==> src/rtl/iatu_pkg.sv <==
package iatu_pkg;
  typedef enum logic [1:0] {
    FLT_NONE = 2'd0,
    FLT_ACV  = 2'd1,
    FLT_MISS = 2'd2
  } fault_e;
endpackage

==> src/rtl/iatu_va_decode.sv <==
module iatu_va_decode #(
  parameter int ADDR_W = 64,
  parameter int VA_W   = 43
) (
  input  logic [ADDR_W-1:0] va,
  input  logic              win_en,
  output logic              canonical,
  output logic              in_window
);
  localparam int EXT_W = ADDR_W - VA_W + 1;

  logic [EXT_W-1:0] ext_bits;
  assign ext_bits  = va[ADDR_W-1:VA_W-1];
  // upper bits must replicate the top implemented bit
  assign canonical = (&ext_bits) | ~(|ext_bits);
  assign in_window = win_en && (va[VA_W-1:VA_W-2] == 2'b10);
endmodule

==> src/rtl/iatu_perm_check.sv <==
module iatu_perm_check #(
  parameter int MODE_W = 2
) (
  input  logic [MODE_W-1:0]      mode,
  input  logic [(1<<MODE_W)-1:0] perm,
  output logic                   allowed
);
  localparam int NMODES = 1 << MODE_W;

  logic [NMODES-1:0] sel;
  for (genvar i = 0; i < NMODES; i++) begin : g_sel
    assign sel[i] = (mode == MODE_W'(i));
  end
  assign allowed = |(sel & perm);
endmodule

==> src/rtl/iatu_fault_regs.sv <==
module iatu_fault_regs #(
  parameter int ADDR_W = 64,
  parameter int VPN_W  = 30
) (
  input  logic              clk,
  input  logic              rst_n,
  input  logic              capture,
  input  logic              misspec,
  input  logic [ADDR_W-1:0] va,
  input  logic [ADDR_W-1:0] pt_base,
  input  logic [VPN_W-1:0]  vpn,
  output logic [ADDR_W-1:0] tag_q,
  output logic [ADDR_W-1:0] form_q
);
  localparam int PAD_W = ADDR_W - VPN_W - 3;

  logic [ADDR_W-1:0] form_d;
  assign form_d = pt_base | {{PAD_W{1'b0}}, vpn, 3'b000};

  always_ff @(posedge clk or negedge rst_n) begin
    if (!rst_n) begin
      tag_q  <= '0;
      form_q <= '0;
    end else if (capture && !misspec) begin
      tag_q  <= va;
      form_q <= form_d;
    end
  end

  p_capture_r9: assert property (@(posedge clk) disable iff (!rst_n)
    capture && !misspec |=> tag_q == $past(va));
  p_misspec_r10: assert property (@(posedge clk) disable iff (!rst_n)
    capture && misspec |=> $stable(tag_q) && $stable(form_q));
endmodule

==> src/rtl/iatu_fetch_xlate.sv <==
module iatu_fetch_xlate #(
  parameter int ADDR_W      = 64,
  parameter int VA_W        = 43,
  parameter int PA_W        = 40,
  parameter int PAGE_W      = 13,
  parameter int MODE_W      = 2,
  parameter int ASN_W       = 8,
  parameter int KERNEL_MODE = 0,
  localparam int VPN_W      = VA_W - PAGE_W,
  localparam int PFN_W      = PA_W - PAGE_W,
  localparam int NMODES     = 1 << MODE_W
) (
  input  logic              clk,
  input  logic              rst_n,
  input  logic              in_valid,
  output logic              in_ready,
  input  logic [ADDR_W-1:0] in_va,
  input  logic [MODE_W-1:0] in_mode,
  input  logic              in_sp_en,
  input  logic [ASN_W-1:0]  in_asn,
  input  logic              in_misspec,
  input  logic [ADDR_W-1:0] pt_base,
  output logic              tlb_lookup,
  output logic [VPN_W-1:0]  tlb_vpn,
  output logic [ASN_W-1:0]  tlb_asn,
  input  logic              tlb_hit,
  input  logic [PFN_W-1:0]  tlb_pfn,
  input  logic [NMODES-1:0] tlb_perm,
  output logic              out_valid,
  input  logic              out_ready,
  output logic [PA_W-1:0]   out_pa,
  output logic              out_uncached,
  output logic [1:0]        out_fault,
  output logic [ADDR_W-1:0] fault_tag,
  output logic [ADDR_W-1:0] fault_form
);
  import iatu_pkg::*;

  logic canonical, in_window, perm_ok, is_kernel, fire;
  logic [PA_W-1:0] pa_direct, pa_bypass, pa_mapped;
  fault_e          nxt_fault;
  logic [PA_W-1:0] nxt_pa;
  logic            nxt_unc, need_tlb;

  iatu_va_decode #(.ADDR_W(ADDR_W), .VA_W(VA_W)) u_decode (
    .va(in_va), .win_en(in_sp_en), .canonical(canonical), .in_window(in_window)
  );

  iatu_perm_check #(.MODE_W(MODE_W)) u_perm (
    .mode(in_mode), .perm(tlb_perm), .allowed(perm_ok)
  );

  assign is_kernel = (in_mode == MODE_W'(KERNEL_MODE));
  assign pa_direct = in_va[PA_W-1:0];
  assign pa_bypass = {in_va[PA_W-1:2], 2'b00};
  assign pa_mapped = {tlb_pfn, in_va[PAGE_W-1:2], 2'b00};

  // path priority: bypass, canonical check, superpage, TLB
  always_comb begin
    nxt_fault = FLT_NONE;
    nxt_pa    = pa_bypass;
    nxt_unc   = 1'b0;
    need_tlb  = 1'b0;
    if (in_va[0]) begin
      nxt_pa = pa_bypass;
    end else if (!canonical) begin
      nxt_fault = FLT_ACV;
      nxt_pa    = pa_direct;
    end else if (in_window) begin
      nxt_pa = pa_direct;
      if (!is_kernel) nxt_fault = FLT_ACV;
      else            nxt_unc   = pa_direct[PA_W-1];
    end else begin
      need_tlb = 1'b1;
      nxt_pa   = pa_mapped;
      if (!tlb_hit)      nxt_fault = FLT_MISS;
      else if (!perm_ok) nxt_fault = FLT_ACV;
      else               nxt_unc   = pa_mapped[PA_W-1];
    end
  end

  assign tlb_lookup = in_valid && need_tlb;
  assign tlb_vpn    = in_va[VA_W-1:PAGE_W];
  assign tlb_asn    = in_asn;

  assign in_ready = !out_valid || out_ready;
  assign fire     = in_valid && in_ready;

  always_ff @(posedge clk or negedge rst_n) begin
    if (!rst_n) begin
      out_valid    <= 1'b0;
      out_pa       <= '0;
      out_uncached <= 1'b0;
      out_fault    <= FLT_NONE;
    end else if (in_ready) begin
      out_valid <= in_valid;
      if (in_valid) begin
        out_pa       <= nxt_pa;
        out_uncached <= nxt_unc;
        out_fault    <= nxt_fault;
      end
    end
  end

  iatu_fault_regs #(.ADDR_W(ADDR_W), .VPN_W(VPN_W)) u_fregs (
    .clk(clk), .rst_n(rst_n),
    .capture(fire && (nxt_fault != FLT_NONE)),
    .misspec(in_misspec),
    .va(in_va), .pt_base(pt_base), .vpn(tlb_vpn),
    .tag_q(fault_tag), .form_q(fault_form)
  );

  p_hold_r11: assert property (@(posedge clk) disable iff (!rst_n)
    out_valid && !out_ready |=> out_valid && $stable(out_pa)
      && $stable(out_fault) && $stable(out_uncached));
  p_bypass_r1: assert property (@(posedge clk) disable iff (!rst_n)
    fire && in_va[0] |=> out_fault == FLT_NONE && !out_uncached);
  p_sp_notlb_r3: assert property (@(posedge clk) disable iff (!rst_n)
    in_valid && !in_va[0] && canonical && in_window |-> !tlb_lookup);
  p_code_legal_r5: assert property (@(posedge clk) disable iff (!rst_n)
    out_valid |-> out_fault != 2'd3);
endmodule

==> config.mk <==
export PLATFORM = sky130hd
export DESIGN_NAME = iatu_fetch_xlate
export DESIGN_NICKNAME = d
export VERILOG_FILES = /design/src/rtl/iatu_pkg.sv /design/src/rtl/iatu_va_decode.sv /design/src/rtl/iatu_perm_check.sv /design/src/rtl/iatu_fault_regs.sv /design/src/rtl/iatu_fetch_xlate.sv
export SDC_FILE = /design/constraint.sdc
export NUM_CORES = 1
export LEC_CHECK = 0
export ABC_AREA = 1
export BUFFER_PORTS_ARGS = -buffer_cell sky130_fd_sc_hd__buf_2
export CAP_MARGIN = 10
export CELL_PAD_IN_SITES_DETAIL_PLACEMENT = 2
export CELL_PAD_IN_SITES_GLOBAL_PLACEMENT = 2
export CORE_UTILIZATION = 25
export CTS_BUF_LIST = sky130_fd_sc_hd__clkbuf_8 sky130_fd_sc_hd__clkbuf_16
export CTS_CLUSTER_SIZE = 14
export DETAILED_ROUTE_END_ITERATION = 10
export PLACE_DENSITY = 0.9
export SYNTH_ARGS = -nofsm -noshare
export SYNTH_HDL_FRONTEND = slang
export SYNTH_SLANG_ARGS = --single-unit
==> constraint.sdc <==
create_clock -name clk -period 2.18 [get_ports clk]
set_clock_uncertainty 0.1 [all_clocks]
set_input_delay 0.109 -clock clk [delete_from_list [all_inputs] [get_ports clk]]
set_output_delay 0.109 -clock clk [all_outputs]
set_load 0.02 [all_outputs]
# Word-level counts from Yosys, hierarchy flattened
# Index checks and enable logic that the tools add are counted.
# totals
elab_cells	46
reg_bits	172
# op_classes
bitwise_logic	4
muxes	18
n_reduce_logical	14
n_eq_ne	4
# ops
op	n
$mux W40	3
$or A64 B33 Y64	1
$reduce_and A22 Y1	1
$reduce_or A22 Y1	1
$mux W1	11
$mux W2	4
$eq A2 B2 Y1 const B	3
$logic_and A1 B1 Y1	5
$and A4 B4 Y4	1
$reduce_or A4 Y1	1
$eq A2 B1 Y1 const B	1
$logic_not A1 Y1	2
$logic_not A2 Y1	1
$reduce_and A2 Y1	1
$reduce_bool A2 Y1	1
$logic_or A1 B1 Y1	1
$not A1 Y1	1
$or A1 B1 Y1	1

# Depth between registers and ports, before layout
# Gate-level depths: netlist of run 1.
# logic_depth
depth_word	11
mapped_depth	14
ltp_nobuf	12

# By module
# From an unflattened synthesis of run 1, not the netlist that was laid out.
# unflattened
cells_unflattened	1054
hier_area_um2	8026.4
# by_module_without_submodules
mod	cells_each	n_inst	area_per_inst_um2
iatu_fault_regs	644	1	5300.1
iatu_fetch_xlate	356	1	2507.4
iatu_va_decode	41	1	167.7
iatu_perm_check	13	1	51.3

# Least setup slack after synthesis of run 1
# OpenSTA, ideal clock, no wires.
# synth_path
path_kind	reg-to-reg
start	register out_valid
end	register u_fregs.tag_q[28]
setup_slack_ns	0.418
path_buffers	2
required_ns	1.963
path_stages_with_launch	11
t_arrival_ns	1.545
period_less_slack_ns	1.762
setup_ns	0.117
cell_sequence	dfrtp_1 > a21oi_1 > nand2_1 > nor2_1 > nand3_2 > nand2_2 > nand2_4 > buf_6 > buf_6 > nand2_1 > nand2_1
# synth_between
elab_chain_len	5
# synth_lines
item	line_no	rtl
from (decl)	iatu_fetch_xlate.sv:29	output logic out_valid,
from (signal assigned)	iatu_fetch_xlate.sv:96	out_valid <= in_valid;
$logic_not A1 Y1	iatu_fetch_xlate.sv:86	assign in_ready = !out_valid || out_ready;
$logic_or A1 B1 Y1	iatu_fetch_xlate.sv:86	
$logic_and A1 B1 Y1	iatu_fetch_xlate.sv:87	assign fire = in_valid && in_ready;
$logic_and A1 B1 Y1	iatu_fetch_xlate.sv:107	.capture(fire && (nxt_fault != FLT_NONE)),
$logic_and A1 B1 Y1	iatu_fault_regs.sv:24	end else if (capture && !misspec) begin
to (signal assigned)	iatu_fault_regs.sv:25	tag_q <= va;
to (decl)	iatu_fault_regs.sv:12	output logic [ADDR_W-1:0] tag_q,
# No other way between the ends.
# A chain may end at the register's enable or synchronous reset.

# Worst setup path after layout of run 1
# layout_path
start	input port in_va[48]
end	register u_fregs.form_q[60]
# layout_between
elab_chain_len	8
word_cells_on_any_way	9
cone_classes	2 x mux; 2 x bitwise; 5 x reduce/logical
# layout_lines
item	line_no	rtl
from (decl)	iatu_fetch_xlate.sv:17	input logic [ADDR_W-1:0] in_va,
$reduce_or A22 Y1	iatu_va_decode.sv:15	assign canonical = (&ext_bits) | ~(|ext_bits);
$not A1 Y1	iatu_va_decode.sv:15	
$or A1 B1 Y1 (*)	iatu_va_decode.sv:15	
$mux W2 (*)	iatu_fetch_xlate.sv:66	end else if (!canonical) begin
$mux W2 (*)	iatu_fetch_xlate.sv:64	if (in_va[0]) begin
$reduce_bool A2 Y1 (*)	iatu_fetch_xlate.sv:107	
$logic_and A1 B1 Y1 (*)	iatu_fetch_xlate.sv:107	
$logic_and A1 B1 Y1 (*)	iatu_fault_regs.sv:24	
to (signal assigned)	iatu_fault_regs.sv:26	form_q <= form_d;
to (decl)	iatu_fault_regs.sv:13	output logic [ADDR_W-1:0] form_q
# Every way passes the cells marked *; elsewhere a longest branch is shown, timed or not.

==> impl_metrics.env, run 1 <==
export IMPL_status="finished, final reports clean"
export IMPL_p_sw_frac=0.368
export IMPL_drt_iter0_drc=371
export IMPL_wl_per_cell_um=22.3
export IMPL_grt_ovfl_total=0
export IMPL_period_minus_slack_ns=2.07
export IMPL_max_stage_delay_ns=0.57
export IMPL_area_delta_synth_final_pct=53.9
export IMPL_layout_commonest_cell="nand2_1"
export IMPL_critical_path_depth=12
export IMPL_postSynthNetCount=1166
export IMPL_worstPathArrival_ns=2.32
export IMPL_dp_slack_ns=0.277
export IMPL_critPathCaptureType="register"
export IMPL_io_buffers=370
export IMPL_htreeDepth=4
export IMPL_cts_sinks=171
export IMPL_drive_gt1_frac=0.314
export IMPL_power_switching_mw=3.75
export IMPL_crit_fanout=71
export IMPL_routed_top_layer="met5"
export IMPL_cts_buffer_depth=2
export IMPL_nFillCells=3512
export IMPL_yosysUniqueCellTypes=24
export IMPL_num_vias=9058
export IMPL_hold_viol_final=0
export IMPL_die_w_um=181
export IMPL_start_util=0.253
export IMPL_grt_pass1_wl_um=64300
export IMPL_num_io_pins=388
export IMPL_first_global_vias=10600
export IMPL_avgSynthCellArea_um2=8.05
export IMPL_dr_pass1_iters=4
export IMPL_rr_startpoint="out_valid"
export IMPL_worstPathRequired_ns=2.43
export IMPL_cts_tree="done"
export IMPL_met1Wirelength_um=15600
export IMPL_grt_usage=0.257
export IMPL_ant_nets=0
export IMPL_r2r_slack_ns=0.15
export IMPL_worst_path_buf_inv=3
export IMPL_r2r_cells=8
export IMPL_core_um2=31500
export IMPL_wl_met3_um=2510
export IMPL_r2r_end="u_fregs.form_q[60]"
export IMPL_yosysWarnings=0
export IMPL_drc_errors=0
export IMPL_yosysTopAreaCellShare=0.537
export IMPL_setup_viol_count_final=0
export IMPL_synthTopCellsByArea="dfrtp_1 54%, nand2_1 19%, nand3_1 9.9%, buf_4 4.2%, inv_1 2.9%"
export IMPL_antenna_found_initial=10
export IMPL_die_y_um=181
export IMPL_power_frac_clock=0.304
export IMPL_cts_buffers=17
export IMPL_maxSlewHeadroom=0.610
export IMPL_insertion_delay_ns=0.43
export IMPL_slowest_stage="dlygate4sd3_1"
export IMPL_cap_viol_max_count=0
export IMPL_hold_path_class="primary input to register"
export IMPL_clk_pin_slew_ns=0.06
export IMPL_cp_cell_sequence="dlygate4sd3_1 -> buf_2 -> nor2_1 -> nand2_1 -> nor2_1 -> nand3_1 -> nand2_4 -> nand3_2 -> nand2_4 -> buf_12 -> nand3_1 -> nand2_1"
export IMPL_crit_end="u_fregs.form_q[60]"
export IMPL_crit_start="in_va[48]"
export IMPL_vias_per_cell=4.80
export IMPL_fin_ws_ns=0.106
export IMPL_routed_wirelength_um=42000
export IMPL_yosysSeqAreaShare=0.537
export IMPL_final_cell_mix="404 x nand2_1, 369 x buf_2, 171 x dfrtp_1"
export IMPL_final_nets=1642
export IMPL_netlist_area_um2=7970
export IMPL_place_gp_congestion=0.781
export IMPL_row_count=65
export IMPL_crit_type="primary input to register"
export IMPL_ir_drop_uv=506
export IMPL_dieArea_um2=32600
export IMPL_drv_slew=0
export IMPL_worst_pin_slew_ns=0.585
export IMPL_p_leak_nw=6.84
export IMPL_grt_max_degree=72
export IMPL_synth_top_area_cell="dfrtp_1"
export IMPL_critPathLaunchType="primary input"
export IMPL_fmax_mhz=482
export IMPL_pwr_share_seq=0.403
export IMPL_p_int_mw=6.45
export IMPL_crit_family="simple AND/OR/NAND/NOR gates"
export IMPL_p_total_mw=10.2
export IMPL_hpwlAfterDp_um=24000
export IMPL_wl_met2_um=22000
export IMPL_p_per_area_nw_per_um2=832
export IMPL_cts_root_buffer="clkbuf_16"
export IMPL_period_share=0.951
export IMPL_worst_hold_slack_ns=0.0594
export IMPL_ys_ff_latch=171
export IMPL_syn_inst=990
export IMPL_comb_power_share=0.293
## cells by family (layout without fill, tap and decap cells)
group                  count (synthesis)  after routing  share of synthesized area
and+or+nand+nor                      650            650                      0.354
DFF                                  171            171                      0.537
AOI/OAI and AO/OA                      6              6                    0.00455
buffers and inverters                162            650                      0.104
other                                  1              8                   0.000470
## worst min path at each step
stage,from,endpoint,slack [ns],depth (start not counted)
final,in_mode[1],out_uncached,0.06,4
after global routing,in_va[42],u_fregs.form_q[32],0.08,4
after detailed placement,rst_n,u_fregs.form_q[6],0.03,1
after CTS,in_va[42],u_fregs.form_q[32],0.003,4
after floorplan,rst_n,out_fault[0],-0.29,0
after global placement,rst_n,u_fregs.tag_q[18],0.03,1
## timing repair
action,in CTS,in global routing
setup buffers,0,3
endpoints found under the hold margin,241,0
setup endpoints to repair,0,2
hold buffers,160,0
gates resized for setup,0,3
## metal layers
layer  global-route usage  up-vias
met3               0.0677      104
met4                0.131        6
met2                0.474      353
met1                0.269     4578
li1                     -     4017
met5                    0        -
## layout make-up
| type | count | area (um^2) | share of cell area |
|---|---|---|---|
| inverter | 63 | 239 | 0.0195 |
| clock inverter | 13 | 130 | 0.0106 |
| tap | 402 | 503 | 0.0410 |
| sequential | 171 | 4280 | 0.349 |
| timing repair buffer | 556 | 3770 | 0.307 |
| antenna | 7 | 17.5 | 0.00143 |
| multi-input combinational | 657 | 2890 | 0.236 |
| clock buffer | 18 | 439 | 0.0358 |
## Yosys cell counts, drive strengths merged
cell type / number
a21oi: 3
a41oi: 1
dfrtp: 171
nand4: 28
nor4: 1
clkbuf: 28
conb: 1
and2: 1
nand2: 407
inv: 62
o21ai: 1
or2: 31
buf: 71
a21boi: 1
nor2: 21
clkinv: 1
nand3: 161
## power groups by stage
stage          Combinational, mW  Sequential (mW)  Clock (mW)
6_report                    2.99             4.11        3.11
4_1_cts                     2.87             4.05        3.20
3_5_place_dp                2.63             4.10           0
3_3_place_gp                2.53             4.06           0
5_1_grt                     3.19             4.16        3.31
2_1_floorplan              0.751             4.78           0
## through the flow
step,cells,TNS [ns],cell area (um^2),util
after floorplan,990,0,7970,-
after global placement,1686,0,10000,0.319
after detailed placement,1686,0,10000,0.319
after CTS,1877,0,12200,0.388
after global routing,1884,-0.0286,12300,0.390
final,1887,0,12300,0.390
## worst register-to-register path, stage by stage, from the launching register on
cell and delay [ns]:
dfrtp_1 0.43, a21oi_4 0.19, nand2_1 0.12, nor2_1 0.15, nand3_2 0.13, nand2_4 0.15, buf_12 0.30, nand3_1 0.25
nand2_1 0.15
## registers in the layout, summed over array words and instances, names as in the netlist
signal	flops
out_pa	39
out_uncached	1
u_fregs.form_q	64
out_valid	1
out_fault	2
u_fregs.tag_q	64
No activity file was read; power rests on OpenSTA's default activity.
==> inputs of run 2 (changes only) <==
--- a/config.mk
+++ b/config.mk
@@ -10,11 +10,12 @@
 export CAP_MARGIN = 10
 export CELL_PAD_IN_SITES_DETAIL_PLACEMENT = 2
 export CELL_PAD_IN_SITES_GLOBAL_PLACEMENT = 2
-export CORE_UTILIZATION = 25
+export CORE_UTILIZATION = 24
 export CTS_BUF_LIST = sky130_fd_sc_hd__clkbuf_8 sky130_fd_sc_hd__clkbuf_16
 export CTS_CLUSTER_SIZE = 14
 export DETAILED_ROUTE_END_ITERATION = 10
-export PLACE_DENSITY = 0.9
+export PLACE_DENSITY = 0.88
 export SYNTH_ARGS = -nofsm -noshare
 export SYNTH_HDL_FRONTEND = slang
+export SYNTH_HIERARCHICAL = 1
 export SYNTH_SLANG_ARGS = --single-unit
==> impl_metrics.env, run 2 <==
export IMPL_yosysWarnings=6
export IMPL_slowest_stage="dlygate4sd3_1"
export IMPL_die_y_um=185
export IMPL_ant_nets=0
export IMPL_io_buffers=370
export IMPL_cts_sinks=171
export IMPL_routed_wirelength_um=46800
export IMPL_first_global_vias=11200
export IMPL_core_um2=32700
export IMPL_yosysUniqueCellTypes=20
export IMPL_wl_per_cell_um=23.2
export IMPL_ir_drop_uv=561
export IMPL_cp_cell_sequence="dlygate4sd3_1 -> buf_2 -> nor2_1 -> inv_2 -> nand3_2 -> buf_6 -> nor2_1 -> buf_2"
export IMPL_avgSynthCellArea_um2=7.62
export IMPL_tns_ns=0
export IMPL_drt_iter0_drc=437
export IMPL_drc_errors=0
export IMPL_yosysSeqAreaShare=0.533
export IMPL_num_vias=9333
export IMPL_netlist_area_um2=8030
export IMPL_yosysTopAreaCellShare=0.533
export IMPL_final_nets=1732
export IMPL_cap_viol_max_count=0
export IMPL_hp_start="out_ready"
export IMPL_synth_enable_flop_cells=0
export IMPL_grt_max_degree=55
export IMPL_hold_end="out_fault[0]"
export IMPL_setup_viol_count_final=0
export IMPL_insertion_delay_ns=0.46
export IMPL_r2r_end="u_fregs/form_q[7]"
export IMPL_rr_startpoint="out_valid"
export IMPL_rsz0062_at_grt="no"
export IMPL_cts_buffer_depth=2
export IMPL_cts_tree="done"
export IMPL_hold_viol_final=0
export IMPL_vias_per_cell=4.63
export IMPL_p_leak_nw=7.26
export IMPL_worstPathArrival_ns=1.88
export IMPL_area_delta_synth_final_pct=57.0
export IMPL_ys_ff_latch=171
export IMPL_dr_pass1_iters=5
export IMPL_worstPathRequired_ns=1.97
export IMPL_row_count=66
export IMPL_num_io_pins=388
export IMPL_crit_type="primary input to output port"
export IMPL_fin_util=0.385
export IMPL_die_w_um=185
export IMPL_final_cell_mix="495 x nand2_1, 369 x buf_2, 179 x dlygate4sd3_1"
export IMPL_cts_root_buffer="clkbuf_16"
export IMPL_r2r_slack_ns=0.16
export IMPL_final_area_um2=12600
export IMPL_whs_path_depth=6
export IMPL_layout_commonest_cell="nand2_1"
export IMPL_max_stage_delay_ns=0.53
export IMPL_period_share=0.959
export IMPL_synth_top_area_cell="dfrtp_1"
export IMPL_crit_fanout=28
export IMPL_ys_dominant_reg_cell="dfrtp_1"
export IMPL_r2r_cells=10
export IMPL_worst_pin_slew_ns=0.634
export IMPL_place_gp_congestion=0.788
export IMPL_critPathCaptureType="output port"
export IMPL_period_minus_slack_ns=2.09
export IMPL_status="finished, final reports clean"
export IMPL_start_util=0.245
export IMPL_syn_inst=1054
export IMPL_maxSlewHeadroom=0.577
export IMPL_drv_slew=0
export IMPL_grt_ovfl_total=0
export IMPL_postSynthNetCount=1230
export IMPL_grt_pass1_wl_um=69100
export IMPL_synthTopCellsByArea="dfrtp_1 53%, nand2_1 23%, nand3_1 8.3%, inv_1 5.8%, buf_4 4.0%"
export IMPL_p_per_area_nw_per_um2=840
export IMPL_grt_usage=0.276
export IMPL_dieArea_um2=34200
export IMPL_antenna_found_initial=4
export IMPL_drive_gt1_frac=0.280
export IMPL_synth_commonest_cells="497 x nand2_1, 171 x dfrtp_1, 133 x nand3_1"
export IMPL_clk_pin_slew_ns=0.07
export IMPL_hpwlAfterDp_um=24900
export IMPL_htreeDepth=4
export IMPL_synth_most_common_cell="nand2_1"
export IMPL_cts_buffers=17
export IMPL_placed_area_um2=10200
export IMPL_critPathLaunchType="primary input"
export IMPL_synthArstFlopShare=1.00
export IMPL_hold_path_class="primary input to register"
export IMPL_top_regs="u_fregs/form_q x64, u_fregs/tag_q x64, out_pa x39"
export IMPL_fmax_mhz=478
run 2: cell types whose count changed in the layout (fill, tap and decap cells not counted), moves of 3 or more:
cell           previous run  this run
nand2_1                 404       495
inv_1                    63       123
or2_2                    30         0
nand4_1                  28         2
nand3_1                 158       133
dlygate4sd3_1           160       179
inv_2                     0         4
inv_6                     0         4
buf_4                    17        14
clkbuf_8                  1         4
run 2: layer usage:
metal  part of all wire  GRT usage  vias up
met5                  0          0        -
met4              0.040      0.141        0
met3              0.059     0.0647      101
met2               0.54      0.528      377
met1               0.36      0.274     4735
li1                   -          -     4120
run 2: worst max path at each step:
stage                     startpoint            endpoint  cells after the start
after floorplan            out_valid   u_fregs/tag_q[11]                     12
after global placement     in_va[43]  u_fregs/form_q[10]                     14
after detailed placement   in_va[42]  u_fregs/form_q[23]                     14
after CTS                  in_va[41]          tlb_lookup                      8
after global routing       in_va[41]  u_fregs/form_q[38]                     12
final                      in_va[41]          tlb_lookup                      8
run 2: area by class of cell:
type                    count  area, um^2
diodes                      5        12.5
clock buffers              21         480
clock inverters            11         133
fillers                  3744       20100
inverters                 129         485
multi-input cells         664        2710
flip-flops and latches    171        4280
well taps                 442         553
repair buffers            573        3950
run 2: cells by family (layout without fill, tap and decap cells):
logic type             after synthesis  in the layout  synth area share
AND/OR/NAND/NOR                    662            662             0.334
buffers and inverters              219            734             0.132
flip-flops                         171            171             0.533
other                                1              6          0.000467
AO/OA/AOI/OAI                        1              1          0.000623
run 2: report_power, final:
part / internal, mW / total [mW] / leakage (nW) / switching (mW)
registers: 3.74 / 4.15 / 2.12 / 0.418
clock network: 1.83 / 3.29 / 0.297 / 1.46
logic: 1.04 / 3.13 / 4.84 / 2.09
run 2: timing repair:
action,4_1_cts,5_1_grt
setup endpoints to repair,0,1
resized for setup,0,1
endpoints found under the hold margin,337,0
setup buffers,0,0
hold buffers,179,0
run 2: per-stage QoR:
stage	hold slack [ns]	power, mW	std cells	setup WS (ns)
4_1_cts	0.00957	10.3	2011	0.0231
2_1_floorplan	-0.287	5.53	1054	0.240
3_5_place_dp	0.0128	6.79	1800	0.0531
5_1_grt	0.113	11.0	2016	0.0149
3_3_place_gp	0.0173	6.63	1800	0.202
6_report	0.0857	10.6	2016	0.0896
run 2: worst max-delay path, delay by kind of cell:
family / cells / cell delay, ns
buf+inv: 5 / 1.26
simple gates: 3 / 0.49
==> inputs of run 3 (changes only) <==
--- a/config.mk
+++ b/config.mk
@@ -6,15 +6,16 @@
 export NUM_CORES = 1
 export LEC_CHECK = 0
 export ABC_AREA = 1
-export BUFFER_PORTS_ARGS = -buffer_cell sky130_fd_sc_hd__buf_2
 export CAP_MARGIN = 10
-export CELL_PAD_IN_SITES_DETAIL_PLACEMENT = 2
-export CELL_PAD_IN_SITES_GLOBAL_PLACEMENT = 2
-export CORE_UTILIZATION = 24
+export CELL_PAD_IN_SITES_DETAIL_PLACEMENT = 0
+export CELL_PAD_IN_SITES_GLOBAL_PLACEMENT = 1
+export CORE_AREA = 2 2 149 151
 export CTS_BUF_LIST = sky130_fd_sc_hd__clkbuf_8 sky130_fd_sc_hd__clkbuf_16
 export CTS_CLUSTER_SIZE = 14
 export DETAILED_ROUTE_END_ITERATION = 10
-export PLACE_DENSITY = 0.88
+export DIE_AREA = 0 0 151 153
+export DONT_BUFFER_PORTS = 1
+export PLACE_DENSITY = 0.78
 export SYNTH_ARGS = -nofsm -noshare
 export SYNTH_HDL_FRONTEND = slang
 export SYNTH_HIERARCHICAL = 1
==> impl_metrics.env, run 3 (synthesis results as in run 2) <==
export IMPL_core_um2=21500
export IMPL_antenna_found_initial=3
export IMPL_critPathLaunchType="primary input"
export IMPL_drv_slew=0
export IMPL_final_cell_mix="495 x nand2_1, 171 x dfrtp_1, 163 x dlygate4sd3_1"
export IMPL_num_vias=6944
export IMPL_tns_ns=0
export IMPL_vias_per_cell=4.75
export IMPL_routed_wirelength_um=25700
export IMPL_drt_iter0_drc=355
export IMPL_io_buffers=0
export IMPL_start_util=0.374
export IMPL_drc_errors=0
export IMPL_placed_area_um2=8020
export IMPL_dr_pass1_iters=5
export IMPL_ir_drop_uv=384
export IMPL_grt_pass1_wl_um=39600
export IMPL_rr_startpoint="out_valid"
export IMPL_seqCellArea_um2=4280
export IMPL_area_delta_synth_final_pct=28.5
export IMPL_slowest_stage="dlygate4sd3_1"
export IMPL_p_leak_nw=5.64
export IMPL_nFillCells=2055
export IMPL_first_global_vias=7242
export IMPL_period_share=0.945
export IMPL_top_regs="u_fregs/form_q x64, u_fregs/tag_q x64, out_pa x39"
export IMPL_wl_per_cell_um=17.6
export IMPL_grt_usage=0.220
export IMPL_rsz0062_at_grt="yes"
export IMPL_final_nets=1343
export IMPL_worstPathArrival_ns=2.31
export IMPL_insertion_delay_ns=0.42
export IMPL_maxSlewHeadroom=0.474
export IMPL_cts_sinks=171
export IMPL_violations="negative hold slack"
export IMPL_hpwlAfterDp_um=15800
export IMPL_drive_gt1_frac=0.0568
export IMPL_crit_start="in_mode[0]"
export IMPL_hold_path_class="primary input to async pin"
export IMPL_max_stage_delay_ns=0.56
export IMPL_cts_root_buffer="clkbuf_16"
export IMPL_cap_viol_max_count=0
export IMPL_worstPathRequired_ns=2.43
export IMPL_cts_buffer_depth=2
export IMPL_worst_pin_slew_ns=0.789
export IMPL_crit_type="primary input to register"
export IMPL_pwr_share_seq=0.539
export IMPL_comb_power_share=0.119
export IMPL_postCtsHoldBufs=163
export IMPL_crit_fanout=73
export IMPL_htreeDepth=4
export IMPL_cts_buffers=17
export IMPL_r2r_end="u_fregs/form_q[34]"
export IMPL_die_w_um=151
export IMPL_grt_max_degree=172
export IMPL_r2r_slack_ns=0.18
export IMPL_layout_commonest_cell="nand2_1"
export IMPL_cp_cell_sequence="dlygate4sd3_1 -> o21ai_0 -> dlygate4sd3_1 -> nand3_1 -> nand2_1 -> nand2_4 -> buf_12 -> nand3_1 -> nand2_1"
export IMPL_die_y_um=153
export IMPL_clk_pin_slew_ns=0.08
export IMPL_fmax_mhz=485
export IMPL_worst_hold_slack_ns=-0.727
export IMPL_ant_nets=0
export IMPL_p_per_area_nw_per_um2=882
export IMPL_num_io_pins=388
export IMPL_worst_path_buf_inv=3
export IMPL_setup_viol_count_final=0
export IMPL_r2r_cells=8
export IMPL_place_gp_congestion=0.787
export IMPL_dp_cells=1263
export IMPL_cts_tree="done"
export IMPL_dieArea_um2=23100
export IMPL_grt_ovfl_total=0
export IMPL_period_minus_slack_ns=2.06
export IMPL_hold_viol_final=171
export IMPL_p_int_mw=5.88
export IMPL_row_count=54
export IMPL_status="complete, but fails checks"
export IMPL_critPathCaptureType="register"
export IMPL_fin_cells=1463
export IMPL_multiInputGateArea_um2=2720
export IMPL_power_frac_clock=0.342
export IMPL_crit_family="buffers and inverters"
export IMPL_p_sw_frac=0.354
export IMPL_power_switching_mw=3.22
export IMPL_final_area_um2=10300
-- run 3: cell count changes in the layout (fill, tap and decap cells not counted), sizes merged --
cell         before  now
bufinv            2    1
buf             394   19
clkbuf           21   19
diode             5    3
inv             131  137
dlygate4sd3     179  163
clkinvlp          2    1
-- run 3: cell type report --
type,instances,share of cell area
diodes,3,0.000728
clock buffers,17,0.0412
clock inverters,15,0.0165
inverters,129,0.0471
multi-input cells,664,0.263
flip-flops and latches,171,0.415
well taps,280,0.0340
repair buffers,184,0.182
-- run 3: per-layer routing --
metal / global-route usage / vias up / wire [um]
met5: 0 / - / 0
met4: 0.0725 / 0 / 495
met3: 0.0731 / 34 / 2160
met2: 0.385 / 292 / 13000
met1: 0.250 / 3273 / 10100
li1: - / 3345 / -
-- run 3: metrics by stage --
stage	hold slack (ns)	setup slack (ns)	util	total power, mW
floorplan	-0.287	0.240	-	5.53
global placement	-0.281	0.278	0.373	5.72
detailed placement	-0.284	0.239	0.373	5.76
CTS	-0.755	0.146	0.477	9.18
global route	-0.764	0.00148	0.480	9.58
finish	-0.727	0.120	0.480	9.10
-- run 3: timing repair --
item / in CTS / in global routing
endpoints found under the setup margin: 0 / 86
gates resized for setup: 0 / 2
setup buffers: 0 / 0
hold endpoints to repair: 342 / 171
-- run 3: worst max path at each step --
stage	endpoint	slack, ns	cells past startpoint
finish	u_fregs/form_q[34]	0.12	9
global route	u_fregs/form_q[34]	0.001	9
floorplan	u_fregs/tag_q[11]	0.24	12
detailed placement	u_fregs/form_q[34]	0.24	11
global placement	u_fregs/form_q[34]	0.28	8
CTS	u_fregs/form_q[10]	0.15	10
-- run 3: power groups by stage --
stage / Combinational [mW] / Sequential, mW / Clock (mW)
2_1_floorplan: 0.747 / 4.79 / 0
3_3_place_gp: 0.755 / 4.97 / 0
3_5_place_dp: 0.795 / 4.96 / 0
4_1_cts: 1.06 / 4.91 / 3.21
5_1_grt: 1.25 / 4.98 / 3.36
6_report: 1.08 / 4.90 / 3.11
